--- config.mk ---
export PLATFORM = sky130hd
export DESIGN_NAME = cmd_cpl_regs
export DESIGN_NICKNAME = d
export VERILOG_FILES = /design/src/rtl/cmdcpl_pkg.sv /design/src/rtl/cmdcpl_decode.sv /design/src/rtl/cmdcpl_fire.sv /design/src/rtl/cmdcpl_regfile.sv /design/src/rtl/cmd_cpl_regs.sv
export SDC_FILE = /design/constraint.sdc
export NUM_CORES = 1
export LEC_CHECK = 0
export BUFFER_PORTS_ARGS = -buffer_cell sky130_fd_sc_hd__buf_4
export CORE_ASPECT_RATIO = 1.4
export CORE_MARGIN = 5
export CORE_UTILIZATION = 55
export CTS_CLUSTER_SIZE = 25
export DETAILED_ROUTE_END_ITERATION = 6
export PLACE_DENSITY_LB_ADDON = 0.25
export SYNTH_ARGS = -nofsm -noshare
export SYNTH_HDL_FRONTEND = slang
export SYNTH_SLANG_ARGS = --single-unit
--- constraint.sdc ---
create_clock -name clk -period 3.25 [get_ports clk]
set_clock_uncertainty 0.1 [all_clocks]
set_input_delay 0.65 -clock clk [delete_from_list [all_inputs] [get_ports clk]]
set_output_delay 0.65 -clock clk [all_outputs]
set_load 0.05 [all_outputs]
--- src/rtl/cmdcpl_pkg.sv ---
package cmdcpl_pkg;
   // Role a word plays inside the register array
   typedef enum logic [1:0] {
      WK_PLAIN = 2'd0,
      WK_CMD   = 2'd1,
      WK_STS   = 2'd2,
      WK_BUF   = 2'd3
   } word_kind_e;

   function automatic word_kind_e kind_of(int idx, int cmd_idx, int sts_idx,
                                          int wbuf_idx, int rbuf_idx);
      if (idx == cmd_idx) return WK_CMD;
      if (idx == sts_idx) return WK_STS;
      if (idx == wbuf_idx || idx == rbuf_idx) return WK_BUF;
      return WK_PLAIN;
   endfunction
endpackage

--- src/rtl/cmdcpl_decode.sv ---
module cmdcpl_decode #(
   parameter int ADDR_W    = 8,
   parameter int NUM_WORDS = 16
) (
   input  logic [ADDR_W-1:0]            addr,
   output logic                         in_range,
   output logic [$clog2(NUM_WORDS)-1:0] idx,
   output logic [NUM_WORDS-1:0]         sel
);
   localparam int IDX_W = $clog2(NUM_WORDS);
   localparam int WA_W  = ADDR_W - 2;

   logic [WA_W-1:0] word_addr;
   logic [1:0]      unused_byte_lane;

   if (IDX_W > WA_W) begin : g_bad_width
      $error("cmdcpl_decode: address too narrow for NUM_WORDS");
   end

   assign unused_byte_lane = addr[1:0];
   assign word_addr        = addr[ADDR_W-1:2];
   assign in_range         = (32'(word_addr) < NUM_WORDS);
   assign idx              = word_addr[IDX_W-1:0];

   for (genvar i = 0; i < NUM_WORDS; i++) begin : g_sel
      assign sel[i] = in_range && (32'(idx) == i);
   end
endmodule

--- src/rtl/cmdcpl_fire.sv ---
module cmdcpl_fire #(
   parameter int DATA_W = 32
) (
   input  logic              cmd_wr,
   input  logic              fire_bit,
   input  logic [DATA_W-1:0] sts_q,
   input  logic [DATA_W-1:0] ien_q,
   output logic              fire_ok,
   output logic [DATA_W-1:0] sts_set
);
   localparam logic [DATA_W-1:0] DONE_EVT = DATA_W'(1);

   // Accept only with nothing pending; the event vector is masked by enable
   assign fire_ok = cmd_wr && fire_bit && (sts_q == '0);
   assign sts_set = ien_q & DONE_EVT;
endmodule

--- src/rtl/cmdcpl_regfile.sv ---
module cmdcpl_regfile
   import cmdcpl_pkg::*;
#(
   parameter int                DATA_W    = 32,
   parameter int                NUM_WORDS = 16,
   parameter int                CMD_IDX   = 2,
   parameter int                IEN_IDX   = 6,
   parameter int                STS_IDX   = 7,
   parameter int                WBUF_IDX  = 8,
   parameter int                RBUF_IDX  = 12,
   parameter logic [DATA_W-1:0] CPL_CODE  = DATA_W'(64)
) (
   input  logic                         clk,
   input  logic                         rst_n,
   input  logic                         wen,
   input  logic                         ren,
   input  logic [DATA_W-1:0]            wdata,
   input  logic [NUM_WORDS-1:0]         sel,
   input  logic                         rd_in_range,
   input  logic [$clog2(NUM_WORDS)-1:0] rd_idx,
   input  logic                         fire_ok,
   input  logic [DATA_W-1:0]            sts_set,
   output logic [DATA_W-1:0]            sts_q,
   output logic [DATA_W-1:0]            ien_q,
   output logic [DATA_W-1:0]            sts_next,
   output logic [DATA_W-1:0]            rdata
);
   logic [DATA_W-1:0] words [NUM_WORDS];

   always_comb begin
      sts_next = sts_q;
      if (fire_ok)
         sts_next = sts_set;
      else if (wen && sel[STS_IDX])
         sts_next = sts_q & ~wdata;
   end

   for (genvar i = 0; i < NUM_WORDS; i++) begin : g_word
      localparam word_kind_e KIND = kind_of(i, CMD_IDX, STS_IDX, WBUF_IDX, RBUF_IDX);
      if (KIND == WK_CMD) begin : g_cmd
         logic unused_cmd_sel;
         assign unused_cmd_sel = sel[i];
         assign words[i]       = '0;
      end else if (KIND == WK_STS) begin : g_sts
         logic [DATA_W-1:0] q;
         always_ff @(posedge clk or negedge rst_n) begin
            if (!rst_n) q <= '0;
            else        q <= sts_next;
         end
         assign words[i] = q;
      end else if (KIND == WK_BUF) begin : g_buf
         logic [DATA_W-1:0] q;
         always_ff @(posedge clk or negedge rst_n) begin
            if (!rst_n)                q <= '0;
            else if (fire_ok)          q <= CPL_CODE;
            else if (wen && sel[i])    q <= wdata;
         end
         assign words[i] = q;
      end else begin : g_plain
         logic [DATA_W-1:0] q;
         always_ff @(posedge clk or negedge rst_n) begin
            if (!rst_n)             q <= '0;
            else if (wen && sel[i]) q <= wdata;
         end
         assign words[i] = q;
      end
   end

   assign sts_q = words[STS_IDX];
   assign ien_q = words[IEN_IDX];

   always_ff @(posedge clk or negedge rst_n) begin
      if (!rst_n)   rdata <= '0;
      else if (ren) rdata <= rd_in_range ? words[rd_idx] : '0;
   end

   AST_FIRE_LOADS_CODE: assert property (@(posedge clk) disable iff (!rst_n)
      fire_ok |=> (words[WBUF_IDX] == CPL_CODE) && (words[RBUF_IDX] == CPL_CODE));
   AST_STS_REPLACED: assert property (@(posedge clk) disable iff (!rst_n)
      fire_ok |=> sts_q == $past(sts_set));
   AST_FIRE_REFUSED: assert property (@(posedge clk) disable iff (!rst_n)
      (wen && sel[CMD_IDX] && wdata[0] && sts_q != '0) |=>
         $stable(sts_q) && $stable(words[WBUF_IDX]) && $stable(words[RBUF_IDX]));
   AST_STS_W1C: assert property (@(posedge clk) disable iff (!rst_n)
      (wen && sel[STS_IDX]) |=> sts_q == ($past(sts_q) & ~$past(wdata)));
endmodule

--- src/rtl/cmd_cpl_regs.sv ---
module cmd_cpl_regs #(
   parameter int          DATA_W    = 32,
   parameter int          ADDR_W    = 8,
   parameter int          NUM_WORDS = 16,
   parameter int          CMD_OFS   = 'h08,
   parameter int          IEN_OFS   = 'h18,
   parameter int          STS_OFS   = 'h1C,
   parameter int          WBUF_OFS  = 'h20,
   parameter int          RBUF_OFS  = 'h30,
   parameter logic [31:0] CPL_CODE  = 32'h40
) (
   input  logic              clk,
   input  logic              rst_n,
   input  logic              bus_wen,
   input  logic              bus_ren,
   input  logic [ADDR_W-1:0] bus_addr,
   input  logic [DATA_W-1:0] bus_wdata,
   output logic [DATA_W-1:0] bus_rdata,
   output logic              irq_o
);
   localparam int IDX_W    = $clog2(NUM_WORDS);
   localparam int CMD_IDX  = CMD_OFS / 4;
   localparam int IEN_IDX  = IEN_OFS / 4;
   localparam int STS_IDX  = STS_OFS / 4;
   localparam int WBUF_IDX = WBUF_OFS / 4;
   localparam int RBUF_IDX = RBUF_OFS / 4;

   if (NUM_WORDS * 4 > (1 << ADDR_W)) begin : g_bad_span
      $error("cmd_cpl_regs: register array exceeds address space");
   end
   if ((CMD_OFS | IEN_OFS | STS_OFS | WBUF_OFS | RBUF_OFS) % 4 != 0) begin : g_bad_align
      $error("cmd_cpl_regs: offsets must be word aligned");
   end
   if (CMD_IDX >= NUM_WORDS || IEN_IDX >= NUM_WORDS || STS_IDX >= NUM_WORDS ||
       WBUF_IDX >= NUM_WORDS || RBUF_IDX >= NUM_WORDS) begin : g_bad_idx
      $error("cmd_cpl_regs: special word outside array");
   end
   if (CMD_IDX == STS_IDX || CMD_IDX == IEN_IDX || STS_IDX == IEN_IDX ||
       WBUF_IDX == RBUF_IDX) begin : g_bad_overlap
      $error("cmd_cpl_regs: special words overlap");
   end
   if (DATA_W < 32 && (CPL_CODE >> DATA_W) != 0) begin : g_bad_code
      $error("cmd_cpl_regs: completion code wider than data path");
   end

   logic                 in_range;
   logic [IDX_W-1:0]     idx;
   logic [NUM_WORDS-1:0] sel;
   logic                 fire_ok;
   logic [DATA_W-1:0]    sts_set, sts_q, ien_q, sts_next;
   logic                 irq_q;

   cmdcpl_decode #(.ADDR_W(ADDR_W), .NUM_WORDS(NUM_WORDS)) u_decode (
      .addr(bus_addr), .in_range(in_range), .idx(idx), .sel(sel));

   cmdcpl_fire #(.DATA_W(DATA_W)) u_fire (
      .cmd_wr(bus_wen && sel[CMD_IDX]), .fire_bit(bus_wdata[0]),
      .sts_q(sts_q), .ien_q(ien_q), .fire_ok(fire_ok), .sts_set(sts_set));

   cmdcpl_regfile #(
      .DATA_W(DATA_W), .NUM_WORDS(NUM_WORDS), .CMD_IDX(CMD_IDX),
      .IEN_IDX(IEN_IDX), .STS_IDX(STS_IDX), .WBUF_IDX(WBUF_IDX),
      .RBUF_IDX(RBUF_IDX), .CPL_CODE(DATA_W'(CPL_CODE))
   ) u_regs (
      .clk(clk), .rst_n(rst_n), .wen(bus_wen), .ren(bus_ren),
      .wdata(bus_wdata), .sel(sel), .rd_in_range(in_range), .rd_idx(idx),
      .fire_ok(fire_ok), .sts_set(sts_set), .sts_q(sts_q), .ien_q(ien_q),
      .sts_next(sts_next), .rdata(bus_rdata));

   always_ff @(posedge clk or negedge rst_n) begin
      if (!rst_n) irq_q <= 1'b0;
      else        irq_q <= (sts_next != '0);
   end
   assign irq_o = irq_q;

   AST_IRQ_LEVEL: assert property (@(posedge clk) disable iff (!rst_n)
      irq_o == (sts_q != '0));
   AST_OOR_READ_ZERO: assert property (@(posedge clk) disable iff (!rst_n)
      (bus_ren && !in_range) |=> bus_rdata == '0);
   AST_CMD_READ_ZERO: assert property (@(posedge clk) disable iff (!rst_n)
      (bus_ren && in_range && 32'(idx) == CMD_IDX) |=> bus_rdata == '0);
endmodule

==> flow_summary.json <==
{
  "status": "finished clean",
  "fmax_mhz": 330,
  "setup_viol": 0,
  "timing.hold.worst_path_depth": 2,
  "fp.coreArea_sq_um": 41200,
  "i_o_pin_count": 77,
  "utilization": 0.635,
  "slowest_delay_ns": 0.70,
  "fill_cells": 3049,
  "vias": 13500,
  "grt_first_pass_wirelength_mm": 87.0,
  "synthToLayoutAreaGrowth_pct": 14.1,
  "globalRouteOverflowTotal": 0,
  "wl_per_cell_um": 25.4,
  "layout-drive-gt1-share": 0.477,
  "worst-slew-pin-transition_ns": 1.22,
  "most_numerous_cell_on_the_critical_path": "sky130_fd_sc_hd__buf_4",
  "globalRouteTotalUtil": 0.244,
  "gp_congestion": 0.796,
  "antenna_found_initial": 0,
  "timing.critical_path.max_delay_family": "simple AND/OR/NAND/NOR gates",
  "fp.dieH_um": 251,
  "crit_slowest_cell": "sky130_fd_sc_hd__or4b_4",
  "post-cts-setup-buffer-count": 0,
  "fp_rows": 88,
  "critPathBufInv": 2,
  "drt_pass1_iterations": 5,
  "relSlewSlack": 0.187,
  "final-seq-area_sq_um": 12800,
  "power.density_nw_per_um2": 593,
  "timing.max_cap.violations": 0,
  "worstSetupEndpointType": "register",
  "critical_path.cell_chain": "buf_4, or4b_4, o31a_1, or4_1, nor4_1, buf_4, nand4_1",
  "ys_top_cells_by_area": "sky130_fd_sc_hd__dfrtp_1, sky130_fd_sc_hd__mux2_2, sky130_fd_sc_hd__mux4_2, sky130_fd_sc_hd__a22o_1, sky130_fd_sc_hd__clkbuf_1",
  "worst_skew_late_latency_ns": 0.57,
  "synth.lib_cells_used.distinct": 34,
  "number_of_global_route_vias_before_repair": 14700,
  "power_leakage_nw": 12.2,
  "antenna_left": 0,
  "tritoncts": "yes",
  "m1_gr_usage": 0.337,
  "initial_core_utilization": 0.556,
  "final_worst_path_period_need_ns": 3.03,
  "vdd_ir_drop_max_mv": 0.442,
  "final_hold_viol_count": 0,
  "yosysSeqAreaShare": 0.561,
  "clk_transition_reported_paths_ns": 0.06,
  "use_met2": 0.413,
  "min-delay-path-class": "input pin to register",
  "worstSetupPathType": "input pin to register",
  "timing.critical_path.depth": 7,
  "postSynthCellCount": 1510,
  "reg2regPathDepth": 7,
  "synth.largest_area_cell": "sky130_fd_sc_hd__dfrtp_1",
  "wirelength_mm": 54.4,
  "design.die.area_sq_um": 45900,
  "multi_input_comb_area_sq_um": 9470,
  "clock_tree.root_cell": "sky130_fd_sc_hd__clkbuf_16",
  "avgViaCountPerCell": 6.30,
  "worst_ep_required_time_ns": 3.58,
  "synth_nets": 1554,
  "report.final.slew_viol_count": 0,
  "post-route-drc-count": 0,
  "grt_start_max_net_pins": 134,
  "cts.repair.resized": 0,
  "cts.path.max_buffers": 3,
  "whs_ns": 0.280,
  "rsz0062_at_grt": "false",
  "timing.setup.tns_ns": 0,
  "cts_inserted_buffers": 49,
  "cts.htree.levels": 2,
  "synthesis.area_per_instance_sq_um": 15.2,
  "worstPathArrival_ns": 3.36,
  "period_utilization": 0.933,
  "worstPathMaxFanout": 21,
  "mappedNetlistArea_sq_um": 22900,
  "register_bit_total_from_synthesis": 513,
  "cts.hold.buffers_added": 1,
  "drt-initial-drc-count": 1006,
  "yosys.area.top_type_share": 0.561,
  "grt.busiest_layer": "met2",
  "kind_of_start_point_of_the_critical_path": "input pin",
  "placement.io_buffers": 74,
  "dpl.hpwl_mm": 33.0,
  "antenna_cells": 0,
  "gr_util_met3": 0.0327,
  "nets": 1604,
  "cts.sink_count": 513,
  "ys.warnings.count": 0,
  "dieWidth_um": 182
}
final cells by class:
class | instances | area share
Inverter | 34 | 0.00488
Tap cell | 540 | 0.0259
Clock inverter | 19 | 0.00996
Sequential cell | 513 | 0.491
Timing Repair Buffer | 136 | 0.0499
Clock buffer | 70 | 0.0557
Multi-Input combinational cell | 826 | 0.362
worst register-to-register path, cell delays in order (launching register included):
cell and delay [ns]:
sky130_fd_sc_hd__dfrtp_1 0.41, sky130_fd_sc_hd__nor4_1 0.53, sky130_fd_sc_hd__nand4_1 0.17, sky130_fd_sc_hd__nor4_1 0.31, sky130_fd_sc_hd__buf_4 0.19, sky130_fd_sc_hd__nor2_4 0.13, sky130_fd_sc_hd__buf_12 0.22, sky130_fd_sc_hd__a22o_1 0.21
cell usage in the layout, fill, tap and decap left out, types with 3 or more instances in the layout:
master,synthesis,final
sky130_fd_sc_hd__nand2_2,0,5
sky130_fd_sc_hd__nor4_1,10,10
sky130_fd_sc_hd__buf_4,0,111
sky130_fd_sc_hd__buf_12,0,21
sky130_fd_sc_hd__dfrtp_1,513,513
sky130_fd_sc_hd__nor2_1,10,3
sky130_fd_sc_hd__nand2b_1,3,3
sky130_fd_sc_hd__clkbuf_1,95,6
sky130_fd_sc_hd__a21boi_0,6,6
sky130_fd_sc_hd__a22o_1,94,94
sky130_fd_sc_hd__o21ai_0,38,38
sky130_fd_sc_hd__mux2_1,16,16
sky130_fd_sc_hd__inv_1,33,33
sky130_fd_sc_hd__nand4_1,3,3
sky130_fd_sc_hd__clkbuf_8,0,16
sky130_fd_sc_hd__nor2_4,0,7
sky130_fd_sc_hd__bufinv_16,0,6
sky130_fd_sc_hd__nor3_2,1,3
sky130_fd_sc_hd__mux4_2,128,128
sky130_fd_sc_hd__mux2_2,394,394
sky130_fd_sc_hd__or4_1,5,5
sky130_fd_sc_hd__o31a_1,25,25
sky130_fd_sc_hd__nor3_1,6,4
sky130_fd_sc_hd__clkinv_2,0,9
sky130_fd_sc_hd__clkbuf_16,0,49
sky130_fd_sc_hd__nand2_1,69,64
registers in the layout (all words and copies together), names as in the netlist:
register,flops
irq_o,1
u_regs.g_word.g_buf.q,64
u_regs.g_word.g_plain.q,352
u_regs.ien_q,32
u_regs.rdata,32
u_regs.sts_q,32
power breakdown:
group	total, mW	internal (mW)	switching (mW)
Sequential	7.52	7.15	0.378
Clock	6.04	3.59	2.45
Combinational	1.93	1.11	0.815
per-stage QoR:
step	power (mW)	cells	area (sq um)	setup slack [ns]
6_report	15.5	2138	26100	0.218
3_5_place_dp	9.57	2048	24400	-0.322
3_3_place_gp	9.45	2048	24400	-0.350
5_1_grt	16.1	2138	26100	0.234
2_1_floorplan	8.92	1510	22900	0.380
4_1_cts	15.6	2138	26100	0.281
synthesized netlist by cell type (all sizes together):
library cell	instances
and3b	1
nand3	3
mux4	128
nand2	69
nor4b	1
nor3	7
nor2b	2
o21ai	38
a21boi	6
o41a	1
nor3b	2
and4	1
and2	2
nor2	10
mux2	410
nand2b	3
or4b	2
a22o	94
nor4	10
inv	34
o31a	25
buf	42
a21oi	2
or4	5
nand4	3
dfrtp	513
or2	1
clkbuf	95
kinds of logic after synthesis:
group	synth area share
simple gates	0.0256
mux	0.328
buf+inv	0.0295
compound gates	0.0567
flops	0.561
final timing paths:
| check | from | end | slack [ns] |
|---|---|---|---|
| min reg2reg | u_regs.ien_q[6] | u_regs.ien_q[6] | 0.38 |
| min | bus_wdata[6] | u_regs.g_word[3].g_plain.q[6] | 0.28 |
| min in group asynchronous | rst_n | u_regs.g_word[14].g_plain.q[2] | 0.47 |
| max | bus_addr[5] | irq_o | 0.22 |
| max in group asynchronous | rst_n | u_regs.g_word[11].g_plain.q[19] | 1.46 |
| max reg2reg | u_regs.sts_q[1] | u_regs.g_word[12].g_buf.q[11] | 0.85 |
per-layer routing:
layer	part of all wire	vias to the layer above
met5	0	-
met4	0.024	0
met3	0.047	88
met2	0.51	351
met1	0.41	7304
li1	-	5731
Power figures use the tool's default switching activity.
